==> src/rtl/mdio_mux_pkg.sv <==
package mdio_mux_pkg;
  localparam logic [4:0] OFS_PARAM = 5'h00;
  localparam logic [4:0] OFS_RDATA = 5'h04;
  localparam logic [4:0] OFS_ADDR  = 5'h08;
  localparam logic [4:0] OFS_CTRL  = 5'h0C;
  localparam logic [4:0] OFS_STAT  = 5'h10;

  localparam logic [31:0] CMD_CLR = 32'd0;
  localparam logic [31:0] CMD_WR  = 32'd1;
  localparam logic [31:0] CMD_RD  = 32'd2;

  // 32-bit frame body after the preamble, MSB leaves first
  function automatic logic [31:0] mk_frame(logic [1:0] st, logic [1:0] op,
                                           logic [4:0] pa, logic [4:0] ra,
                                           logic [15:0] d);
    return {st, op, pa, ra, 2'b10, d};
  endfunction

  function automatic logic [31:0] first_frame(logic c45, logic rd, logic [4:0] pa,
                                              logic [20:0] ad, logic [15:0] wd);
    if (c45) return mk_frame(2'b00, 2'b00, pa, ad[20:16], ad[15:0]);
    return mk_frame(2'b01, rd ? 2'b10 : 2'b01, pa, ad[4:0], wd);
  endfunction

  function automatic logic [31:0] second_frame(logic rd, logic [4:0] pa,
                                               logic [20:0] ad, logic [15:0] wd);
    return mk_frame(2'b00, rd ? 2'b11 : 2'b01, pa, ad[20:16], wd);
  endfunction

  // bit position 0..63 within preamble + body
  function automatic logic serial_bit(logic [31:0] frm, logic [5:0] pos);
    if (!pos[5]) return 1'b1;
    return frm[~pos[4:0]];
  endfunction
endpackage

==> src/rtl/mdio_reg_file.sv <==
module mdio_reg_file
  import mdio_mux_pkg::*;
(
  input  logic        clk,
  input  logic        rst_n,
  input  logic        reg_we,
  input  logic [4:0]  reg_addr,
  input  logic [31:0] reg_wdata,
  output logic [31:0] reg_rdata,
  input  logic        busy_i,
  input  logic        fin_i,
  input  logic [15:0] cap_i,
  output logic        start_o,
  output logic        rd_o,
  output logic        c45_o,
  output logic        int_o,
  output logic [2:0]  idx_o,
  output logic [4:0]  phy_o,
  output logic [15:0] wdat_o,
  output logic [20:0] addr_o
);
  logic [31:0] param_q, addr_q;
  logic [15:0] rdat_q;
  logic        done_q, pend_rd_q;
  logic        ctrl_wr, clear_wr;

  assign ctrl_wr  = reg_we && (reg_addr == OFS_CTRL);
  assign clear_wr = ctrl_wr && (reg_wdata == CMD_CLR);
  assign start_o  = ctrl_wr && !busy_i && ((reg_wdata == CMD_WR) || (reg_wdata == CMD_RD));
  assign rd_o     = (reg_wdata == CMD_RD);

  assign wdat_o = param_q[15:0];
  assign phy_o  = param_q[20:16];
  assign c45_o  = param_q[21];
  assign idx_o  = param_q[24:22];
  assign int_o  = param_q[25];
  assign addr_o = addr_q[20:0];

  always_ff @(posedge clk or negedge rst_n) begin
    if (!rst_n) begin
      param_q   <= '0;
      addr_q    <= '0;
      rdat_q    <= '0;
      done_q    <= 1'b0;
      pend_rd_q <= 1'b0;
    end else begin
      if (reg_we && reg_addr == OFS_PARAM) param_q <= reg_wdata;
      if (reg_we && reg_addr == OFS_ADDR)  addr_q  <= reg_wdata;
      if (start_o) pend_rd_q <= rd_o;
      if (fin_i && pend_rd_q) rdat_q <= cap_i;
      if (start_o)       done_q <= 1'b0;
      else if (fin_i)    done_q <= 1'b1;
      else if (clear_wr) done_q <= 1'b0;
    end
  end

  always_comb begin
    case (reg_addr)
      OFS_PARAM: reg_rdata = param_q;
      OFS_RDATA: reg_rdata = {16'h0000, rdat_q};
      OFS_ADDR:  reg_rdata = addr_q;
      OFS_STAT:  reg_rdata = {31'd0, done_q};
      default:   reg_rdata = '0;
    endcase
  end

  AST_DONE_ON_FIN: assert property (@(posedge clk) disable iff (!rst_n)
    fin_i |=> done_q);
  AST_CLEAR_DONE: assert property (@(posedge clk) disable iff (!rst_n)
    (clear_wr && !fin_i) |=> !done_q);
  AST_START_CLEARS: assert property (@(posedge clk) disable iff (!rst_n)
    start_o |=> !done_q);
endmodule

==> src/rtl/mdio_frame_engine.sv <==
module mdio_frame_engine
  import mdio_mux_pkg::*;
#(
  parameter int CLK_DIV = 2
) (
  input  logic        clk,
  input  logic        rst_n,
  input  logic        start_i,
  input  logic        rd_i,
  input  logic        c45_i,
  input  logic [4:0]  phy_i,
  input  logic [20:0] addr_i,
  input  logic [15:0] wdat_i,
  input  logic        mdi_i,
  output logic        busy_o,
  output logic        fin_o,
  output logic        mdc_o,
  output logic        mdo_o,
  output logic        oe_o,
  output logic [15:0] cap_o
);
  localparam int CW = (CLK_DIV > 1) ? $clog2(CLK_DIV) : 1;
  localparam logic [CW-1:0] DIV_LAST = CW'(CLK_DIV - 1);
  localparam logic [5:0] REL_POS = 6'd46;
  localparam logic [5:0] CAP_POS = 6'd48;

  logic          busy_q, mdc_q, c45_q, rd_q, sec_q;
  logic [CW-1:0] div_q;
  logic [5:0]    bit_q;
  logic [31:0]   frm_q, frm2_q;
  logic [15:0]   cap_q;
  logic          half_end, rise_ev, fall_ev, last_bit, frame_rd, last_frame;

  assign half_end   = busy_q && (div_q == DIV_LAST);
  assign rise_ev    = half_end && !mdc_q;
  assign fall_ev    = half_end && mdc_q;
  assign last_bit   = (bit_q == 6'd63);
  assign last_frame = !c45_q || sec_q;
  assign frame_rd   = rd_q && last_frame;
  assign fin_o      = fall_ev && last_bit && last_frame;

  always_ff @(posedge clk or negedge rst_n) begin
    if (!rst_n) begin
      busy_q <= 1'b0; mdc_q <= 1'b0; c45_q <= 1'b0; rd_q <= 1'b0; sec_q <= 1'b0;
      div_q <= '0; bit_q <= '0; frm_q <= '0; frm2_q <= '0; cap_q <= '0;
    end else if (start_i) begin
      busy_q <= 1'b1; mdc_q <= 1'b0; div_q <= '0; bit_q <= '0;
      c45_q <= c45_i; rd_q <= rd_i; sec_q <= 1'b0; cap_q <= '0;
      frm_q  <= first_frame(c45_i, rd_i, phy_i, addr_i, wdat_i);
      frm2_q <= second_frame(rd_i, phy_i, addr_i, wdat_i);
    end else if (half_end) begin
      div_q <= '0;
      if (rise_ev) begin
        mdc_q <= 1'b1;
        if (frame_rd && bit_q >= CAP_POS) cap_q <= {cap_q[14:0], mdi_i};
      end else begin
        mdc_q <= 1'b0;
        if (!last_bit)       bit_q <= bit_q + 6'd1;
        else if (!last_frame) begin
          sec_q <= 1'b1; frm_q <= frm2_q; bit_q <= '0;
        end else             busy_q <= 1'b0;
      end
    end else if (busy_q) begin
      div_q <= div_q + CW'(1);
    end
  end

  assign busy_o = busy_q;
  assign mdc_o  = mdc_q;
  assign mdo_o  = busy_q && serial_bit(frm_q, bit_q);
  assign oe_o   = busy_q && !(frame_rd && bit_q >= REL_POS);
  assign cap_o  = cap_q;

  AST_MDO_ON_FALL: assert property (@(posedge clk) disable iff (!rst_n)
    (busy_q && $past(busy_q) && !$stable(mdo_o)) |-> $past(fall_ev));
  AST_IDLE_MDC_LOW: assert property (@(posedge clk) disable iff (!rst_n)
    !busy_q |-> !mdc_o);
endmodule

==> src/rtl/mdio_bus_steer.sv <==
module mdio_bus_steer #(
  parameter int NUM_INT = 2,
  parameter int NUM_EXT = 2
) (
  input  logic                        clk,
  input  logic                        rst_n,
  input  logic                        start_i,
  input  logic                        int_i,
  input  logic [2:0]                  idx_i,
  input  logic                        mdc_i,
  input  logic                        mdo_i,
  input  logic                        oe_i,
  output logic [NUM_INT+NUM_EXT-1:0]  mdc_o,
  output logic [NUM_INT+NUM_EXT-1:0]  mdio_o,
  output logic [NUM_INT+NUM_EXT-1:0]  mdio_oe,
  input  logic [NUM_INT+NUM_EXT-1:0]  mdio_i,
  output logic                        mdi_o
);
  localparam int NB = NUM_INT + NUM_EXT;
  localparam int LW = (NB > 1) ? $clog2(NB) : 1;

  function automatic logic idx_ok(logic is_int, logic [2:0] idx);
    return is_int ? (int'(idx) < NUM_INT) : (int'(idx) < NUM_EXT);
  endfunction

  function automatic logic [LW-1:0] line_of(logic is_int, logic [2:0] idx);
    return is_int ? LW'(int'(idx)) : LW'(int'(idx) + NUM_INT);
  endfunction

  logic          valid_q;
  logic [LW-1:0] line_q;

  always_ff @(posedge clk or negedge rst_n) begin
    if (!rst_n) begin
      valid_q <= 1'b0;
      line_q  <= '0;
    end else if (start_i) begin
      valid_q <= idx_ok(int_i, idx_i);
      line_q  <= line_of(int_i, idx_i);
    end
  end

  for (genvar k = 0; k < NB; k++) begin : g_line
    logic hit;
    assign hit        = valid_q && (line_q == LW'(k));
    assign mdc_o[k]   = hit && mdc_i;
    assign mdio_o[k]  = hit && mdo_i;
    assign mdio_oe[k] = hit && oe_i;
  end

  assign mdi_o = valid_q ? mdio_i[line_q] : 1'b1;

  AST_ONE_MDC: assert property (@(posedge clk) disable iff (!rst_n)
    $onehot0(mdc_o));
  AST_ONE_DRIVER: assert property (@(posedge clk) disable iff (!rst_n)
    $onehot0(mdio_oe));
  AST_BAD_IDX_SILENT: assert property (@(posedge clk) disable iff (!rst_n)
    !valid_q |-> ($countones(mdc_o) == 0 && $countones(mdio_oe) == 0));
endmodule

==> src/rtl/mdio_mux_master.sv <==
module mdio_mux_master #(
  parameter int NUM_INT = 2,
  parameter int NUM_EXT = 2,
  parameter int CLK_DIV = 2
) (
  input  logic                       clk,
  input  logic                       rst_n,
  input  logic                       reg_we,
  input  logic [4:0]                 reg_addr,
  input  logic [31:0]                reg_wdata,
  output logic [31:0]                reg_rdata,
  output logic [NUM_INT+NUM_EXT-1:0] mdc_o,
  output logic [NUM_INT+NUM_EXT-1:0] mdio_o,
  output logic [NUM_INT+NUM_EXT-1:0] mdio_oe,
  input  logic [NUM_INT+NUM_EXT-1:0] mdio_i
);
  logic        start, rd, c45, is_int, busy, fin, mdc, mdo, oe, mdi;
  logic [2:0]  idx;
  logic [4:0]  phy;
  logic [15:0] wdat, cap;
  logic [20:0] addr;

  mdio_reg_file i_regs (
    .clk, .rst_n, .reg_we, .reg_addr, .reg_wdata, .reg_rdata,
    .busy_i(busy), .fin_i(fin), .cap_i(cap),
    .start_o(start), .rd_o(rd), .c45_o(c45), .int_o(is_int), .idx_o(idx),
    .phy_o(phy), .wdat_o(wdat), .addr_o(addr)
  );

  mdio_frame_engine #(.CLK_DIV(CLK_DIV)) i_engine (
    .clk, .rst_n, .start_i(start), .rd_i(rd), .c45_i(c45), .phy_i(phy),
    .addr_i(addr), .wdat_i(wdat), .mdi_i(mdi),
    .busy_o(busy), .fin_o(fin), .mdc_o(mdc), .mdo_o(mdo), .oe_o(oe), .cap_o(cap)
  );

  mdio_bus_steer #(.NUM_INT(NUM_INT), .NUM_EXT(NUM_EXT)) i_steer (
    .clk, .rst_n, .start_i(start), .int_i(is_int), .idx_i(idx),
    .mdc_i(mdc), .mdo_i(mdo), .oe_i(oe),
    .mdc_o, .mdio_o, .mdio_oe, .mdio_i, .mdi_o(mdi)
  );

  AST_BUSY_NEEDS_START: assert property (@(posedge clk) disable iff (!rst_n)
    $rose(busy) |-> $past(start));
  AST_NO_START_WHILE_BUSY: assert property (@(posedge clk) disable iff (!rst_n)
    start |-> !busy);
endmodule

==> config.mk <==
export PLATFORM = sky130hd
export DESIGN_NAME = mdio_mux_master
export DESIGN_NICKNAME = d
export VERILOG_FILES = /design/src/rtl/mdio_mux_pkg.sv /design/src/rtl/mdio_reg_file.sv /design/src/rtl/mdio_frame_engine.sv /design/src/rtl/mdio_bus_steer.sv /design/src/rtl/mdio_mux_master.sv
export SDC_FILE = /design/constraint.sdc
export NUM_CORES = 1
export LEC_CHECK = 0
export ABC_AREA = 1
export BUFFER_PORTS_ARGS = -buffer_cell sky130_fd_sc_hd__clkbuf_2
export CORE_MARGIN = 1.5
export CORE_UTILIZATION = 53
export DETAILED_ROUTE_END_ITERATION = 10
export PLACE_DENSITY = 0.85
export SETUP_SLACK_MARGIN = 0.5
export SKIP_LAST_GASP = 1
export SYNTH_ARGS = -nofsm -noshare
export SYNTH_HDL_FRONTEND = slang
export SYNTH_SLANG_ARGS = --single-unit
export TNS_END_PERCENT = 5
==> constraint.sdc <==
create_clock -name clk -period 1.6 [get_ports clk]
set_input_delay 0.16 -clock clk [delete_from_list [all_inputs] [get_ports clk]]
set_output_delay 0.16 -clock clk [all_outputs]
set_load 0.03 [all_outputs]
Word level (Yosys, flattened, before mapping)
Cells that the tools add are included.
- add/sub/neg operators: 3
- magnitude comparators: 5
- equal/unequal tests: 13
- mux-type cells: 47
- bitwise operators: 1
- reductions and logical operators: 53
- operators by type and width (kind ; count):
    $mux 32 ; 7
    $pmux 32 s4 ; 1
    $mux 16 ; 4
    $logic_and 1x1->1 ; 33
    $eq 32x1->1 const B ; 1
    $eq 32x2->1 const B ; 1
    $logic_not 32->1 ; 1
    $mux 6 ; 5
    $mux 1 ; 25
    $ge 6x6->1 const B ; 2
    $eq 5x4->1 const B ; 2
    $reduce_bool 2->1 ; 5
    $reduce_and 4->1 ; 2
    $add 6x1->6 const B ; 1
    $eq 6x6->1 const B ; 1
    $lt 5x6->1 const B ; 1
    $mux 2 ; 3
    $reduce_and 3->1 ; 2
    $reduce_bool 3->1 ; 2
    $bmux 1 s5 ; 1
    $eq 5x3->1 const B ; 1
    $eq 5x5->1 const B ; 1
    $logic_not 5->1 ; 1
    $not 5->5 ; 1
    other kinds (12) ; 18
- register bits after elaboration: 173
- output and inout bits: 44

Logic depth before layout (Yosys ltp)
- word-level depth: 8
- mapped depth: 13
- mapped depth without buffers: 11

Modules after synthesis
Synthesis repeated with hierarchy kept, for this count alone.
- cell total of the unflattened synthesis: 1009
- area total of the unflattened synthesis: 8519.4 sq um
- by module, submodules not included (module ; times used ; cells an instance ; area each (sq um) ; sequential area each (sq um)):
    mdio_reg_file ; 1 ; 475 ; 4249.1 ; 2052.0
    mdio_frame_engine ; 1 ; 492 ; 4032.6 ; 2127.0
    mdio_bus_steer ; 1 ; 42 ; 237.7 ; 75.1

Worst setup path after synthesis
OpenSTA, ideal clock, no wires.
- kind: input to output
- from: input reg_addr[1]
- to: output reg_rdata[0]
- arrival: 1.725 ns
- data required time: 1.440 ns
- path slack: -0.285 ns
- cell stages on the path: 6
- buffers on the path: 1
- cell sequence: nor2_2 -> nand3_1 -> nor2_2 -> inv_1 -> clkbuf_1 -> o21ai_0
- word-level cells in the longest chain between the ends: 2
- elaborated cells on any way between the ends: 5
- those cells by class: eq/ne (3); mux (1); reduce/logical (1)
- ends and longest elaborated chain (what ; line ; RTL):
    from (decl) ; mdio_mux_master.sv:9 ; input logic [4:0] reg_addr,
    $eq 5x5->1, or another cell as far along ; mdio_reg_file.sv:58 ; case (reg_addr)
    $pmux 32 s4 (*) ; mdio_reg_file.sv:58 ;
    to (decl) ; mdio_mux_master.sv:11 ; output logic [31:0] reg_rdata,
Mark *: on every way between the ends. The rest lies on a longest branch, timed or not.

Worst setup path after layout
- from: register i_engine.bit_q[0]
- to: output mdio_o[3]
- word-level cells in the longest chain between the ends: 6
- ends and longest elaborated chain (what ; line ; RTL):
    from (decl) ; mdio_frame_engine.sv:29 ; logic [5:0] bit_q;
    from (signal assigned) ; mdio_frame_engine.sv:58 ; if (!last_bit) bit_q <= bit_q + 6'd1;
    $not 5->5 ; mdio_mux_pkg.sv:33 ; return frm[~pos[4:0]];
    $bmux 1 s5 ; mdio_mux_pkg.sv:33 ;
    $mux 1 (implied by the code) ; mdio_mux_pkg.sv:33 ;
    $mux 1 ; mdio_mux_pkg.sv:33 ;
    $logic_and 1x1->1 ; mdio_frame_engine.sv:70 ; assign mdo_o = busy_q && serial_bit(frm_q, bit_q);
    $logic_and 1x1->1 ; mdio_bus_steer.sv:47 ; assign mdio_o[k] = hit && mdo_i;
    to (decl) ; mdio_mux_master.sv:13 ; output logic [NUM_INT+NUM_EXT-1:0] mdio_o,
No other way between the ends. The select of a mux whose other input is x is not followed.

==> run metrics <==
internal power 7.291 mW; Residual DRC 0; fin crit period 2.197 ns; Antenna Cells 0; Initial Utilization 0.5453; cts bufs inserted 17; Pleak approximately 5.5 nW; Tot Pwr 9.863 mW; H-tree depth 4; CTS root buffer clkbuf_16; vias 8265; Sink Count 169; pin count of the biggest net entering global routing 61; Synth top area share 0.5064; final hold viol count 0; RePlAce Congestion 0.9090; mux share of post-synthesis cell area 0.003596; compound-cell area share of the yosys netlist 0.1602; grt total ovfl 0; post-synthesis cell area 0.008351 mm2; nets 1280; die span in y 128.5 um; startpoint types flip-flop; top cells by count, synth 334 x nand2_1, 169 x dfrtp_1, 136 x o21ai_0; setup TNS -23.64 ns; Avg WL per Cell 16.95 um; drt pass-1 iters 5; Top FF cell, synth dfrtp_1; CTS tree done; period utilisation layout 1.373; status finished with violations; # rows 45; initial DRC count 896; design area around 0.011 mm2; Yosys reg bits 169; type of the most critical hold path input port to flip-flop; global-route wire length before repair 39740 um; Setup crit end kind primary output; Synth Area in Adders 0.001498; dpl cell area 0.009978 mm2; critical path type flip-flop to primary output; final slew viol count 0; PwrDens 903.2 mW/mm2; Skew-Pair Late Insertion Delay 0.44 ns; clock network fraction of design power 0.415; yosys warns 0; Total GRT Usage 0.3108; combinational share of power 0.099; largest area contributor in the netlist dfrtp_1; RSZ-0062 raised after global routing yes; setup ws final -0.5971 ns; max cap viols 0; sequential area share after synthesis 0.5064; Fmax achieved between 0.4 and 0.5 GHz; normalized max-slew margin 0.6930; maximum fanout along the worst path 8; Routed WL 24720 um; count leader, synth nand2_1; Synth Instances ~1100; post-route ant nets 0; placed insts 1410; Synth cell types 37; switching portion of total power 0.2608; simple-gate area share of the yosys netlist 0.2418; number of flops mapped to enable cells by yosys 0; Async S/R FF share, synth 1.000; post-DP HPWL 16550 um; share of post-route cells with drive strength above 1 0.2494; total nets after synthesis 1103; # setup viols final 84; Ports 88; synthesized area per cell 7.893 um2; initial antenna violation count 0; area grow syn2layout 30.78%; CP arrival 2.04 ns; violated checks negative setup slack; sequential share of power 0.486; Clock transition at path regs 0.07 ns; final instance count without filler cells 1458; Placement Setup Slack -0.2131 ns; Setup Skew 0.006504 ns; core area about 0.015 mm2; clk buf depth 2; die area 0.01652 mm2; Vias per Instance about 5.7; Die W 128.5 um; Crit path required time 1.44 ns; top cells by area, synth dfrtp_1 51%, nand2_1 15%, o21ai_0 8.2%; slew at the pin closest to its max-slew limit 0.4547 ns; largest family of logic cells by synthesized area simple AND/OR/NAND/NOR gates; vias in the first global route 7887; Net Sw Power 2.572 mW; XOR/XNOR share of the synthesized area 0.003147; PortBufs 87; Worst VDD drop 0.0007254 V
-- power groups by stage --
stage               sequential [mW]  combinational [mW]  clock, mW
floorplan                      4.79               0.543          0
global placement               4.84               0.891          0
detailed placement             4.86               0.934          0
CTS                            4.78               0.969       4.08
global route                   4.83                1.10       4.29
finish                         4.79               0.974       4.10
-- metal layers --
| metal | up-vias | GRT usage | routed length, um |
|---|---|---|---|
| met1 | 3903 | 0.4002 | 9624 |
| met5 | - | 0 | 0 |
| met4 | 0 | 0.1507 | 1163 |
| met3 | 103 | 0.05904 | 1979 |
| li1 | 3802 | - | - |
| met2 | 457 | 0.5101 | 11950 |
-- worst max-delay path, cell delays in order, from the launching register on --
cell and delay (ns):
dfrtp_2 0.45, inv_2 0.10, buf_12 0.13, nand2_1 0.07, nand3_2 0.08, nand3_2 0.09, nand2_1 0.08, nand2_1 0.07
nand3_2 0.10, nand3_4 0.14, nor2_4 0.12, clkbuf_8 0.16
-- per-stage QoR --
step	hold slack, ns	util
final	0.005656	0.7131
after global routing	0.01976	0.7131
after CTS	0.0009757	0.7037
after detailed placement	-0.001635	0.6516
after global placement	-0.002446	0.6516
after floorplan	-0.1356	-
-- sequential cells by signal, summed over array words and instances (netlist names), 2 cells and up --
name,count
i_engine.bit_q,6
i_engine.cap_o,16
i_engine.frm2_q,28
i_engine.frm_q,30
i_regs.addr_q,32
i_regs.param_q,32
i_regs.rdat_q,16
i_steer.line_q,2
-- logic make-up (layout without fill, tap and decap cells) --
group / after synthesis / in the layout
buffers and inverters: 171 / 360
adders and majority gates: 1 / 1
and+or+nand+nor: 489 / 489
AOI/OAI and AO/OA: 223 / 223
xor gates and xnor gates: 3 / 3
muxes: 2 / 2
DFF: 169 / 169
-- cell type report --
cell class | instances | area, um2
tap | 211 | 264.0
inverter | 116 | 439.2
fill | 1076 | 4394
multi-input combinational | 718 | 3686
clock inverter | 11 | 121.4
sequential | 169 | 4233
clock buffer | 20 | 456.7
timing repair buffer | 213 | 1720
-- final timing paths --
kind	start	end	slack, ns	cells after the start
min	reg_wdata[7]	i_regs.addr_q[7]$_DFFE_PN0P_	0.006	3
min reg2reg	i_engine.frm2_q[15]$_DFFE_PN0N_	i_engine.frm2_q[15]$_DFFE_PN0N_	0.48	2
max in group asynchronous	rst_n	i_steer.line_q[1]$_DFFE_PN0N_	0.93	3
max reg2reg	i_engine.bit_q[0]$_DFFE_PN0P_	i_engine.frm_q[10]$_DFFE_PN0P_	-0.49	9
max	i_engine.bit_q[0]$_DFFE_PN0P_	mdio_o[3]	-0.60	11
min in group asynchronous	rst_n	i_regs.rdat_q[7]$_DFFE_PN0P_	0.12	2
-- placed cells by master, fill, tap and decap left out, drive strengths merged, types with 7 or more instances in the layout --
cell type and instances:
o311ai 21, clkinv 7, dfrtp 169, a21oi 8, nand3 64, o21ai 152
nor2 74, buf 122, dlygate4sd3 7, nand2 344, a211oi 15, o211ai 12
clkbuf 104, a22o 7, inv 117
-- timing repair --
item	in CTS	in global routing
pin swaps	13	15
endpoints found under the hold margin	179	0
endpoints found under the setup margin	150	159
resized for setup	33	26
cloned	2	2
hold buffers	7	0
setup buffers	4	2
No activity file was read; power rests on OpenSTA's default activity.
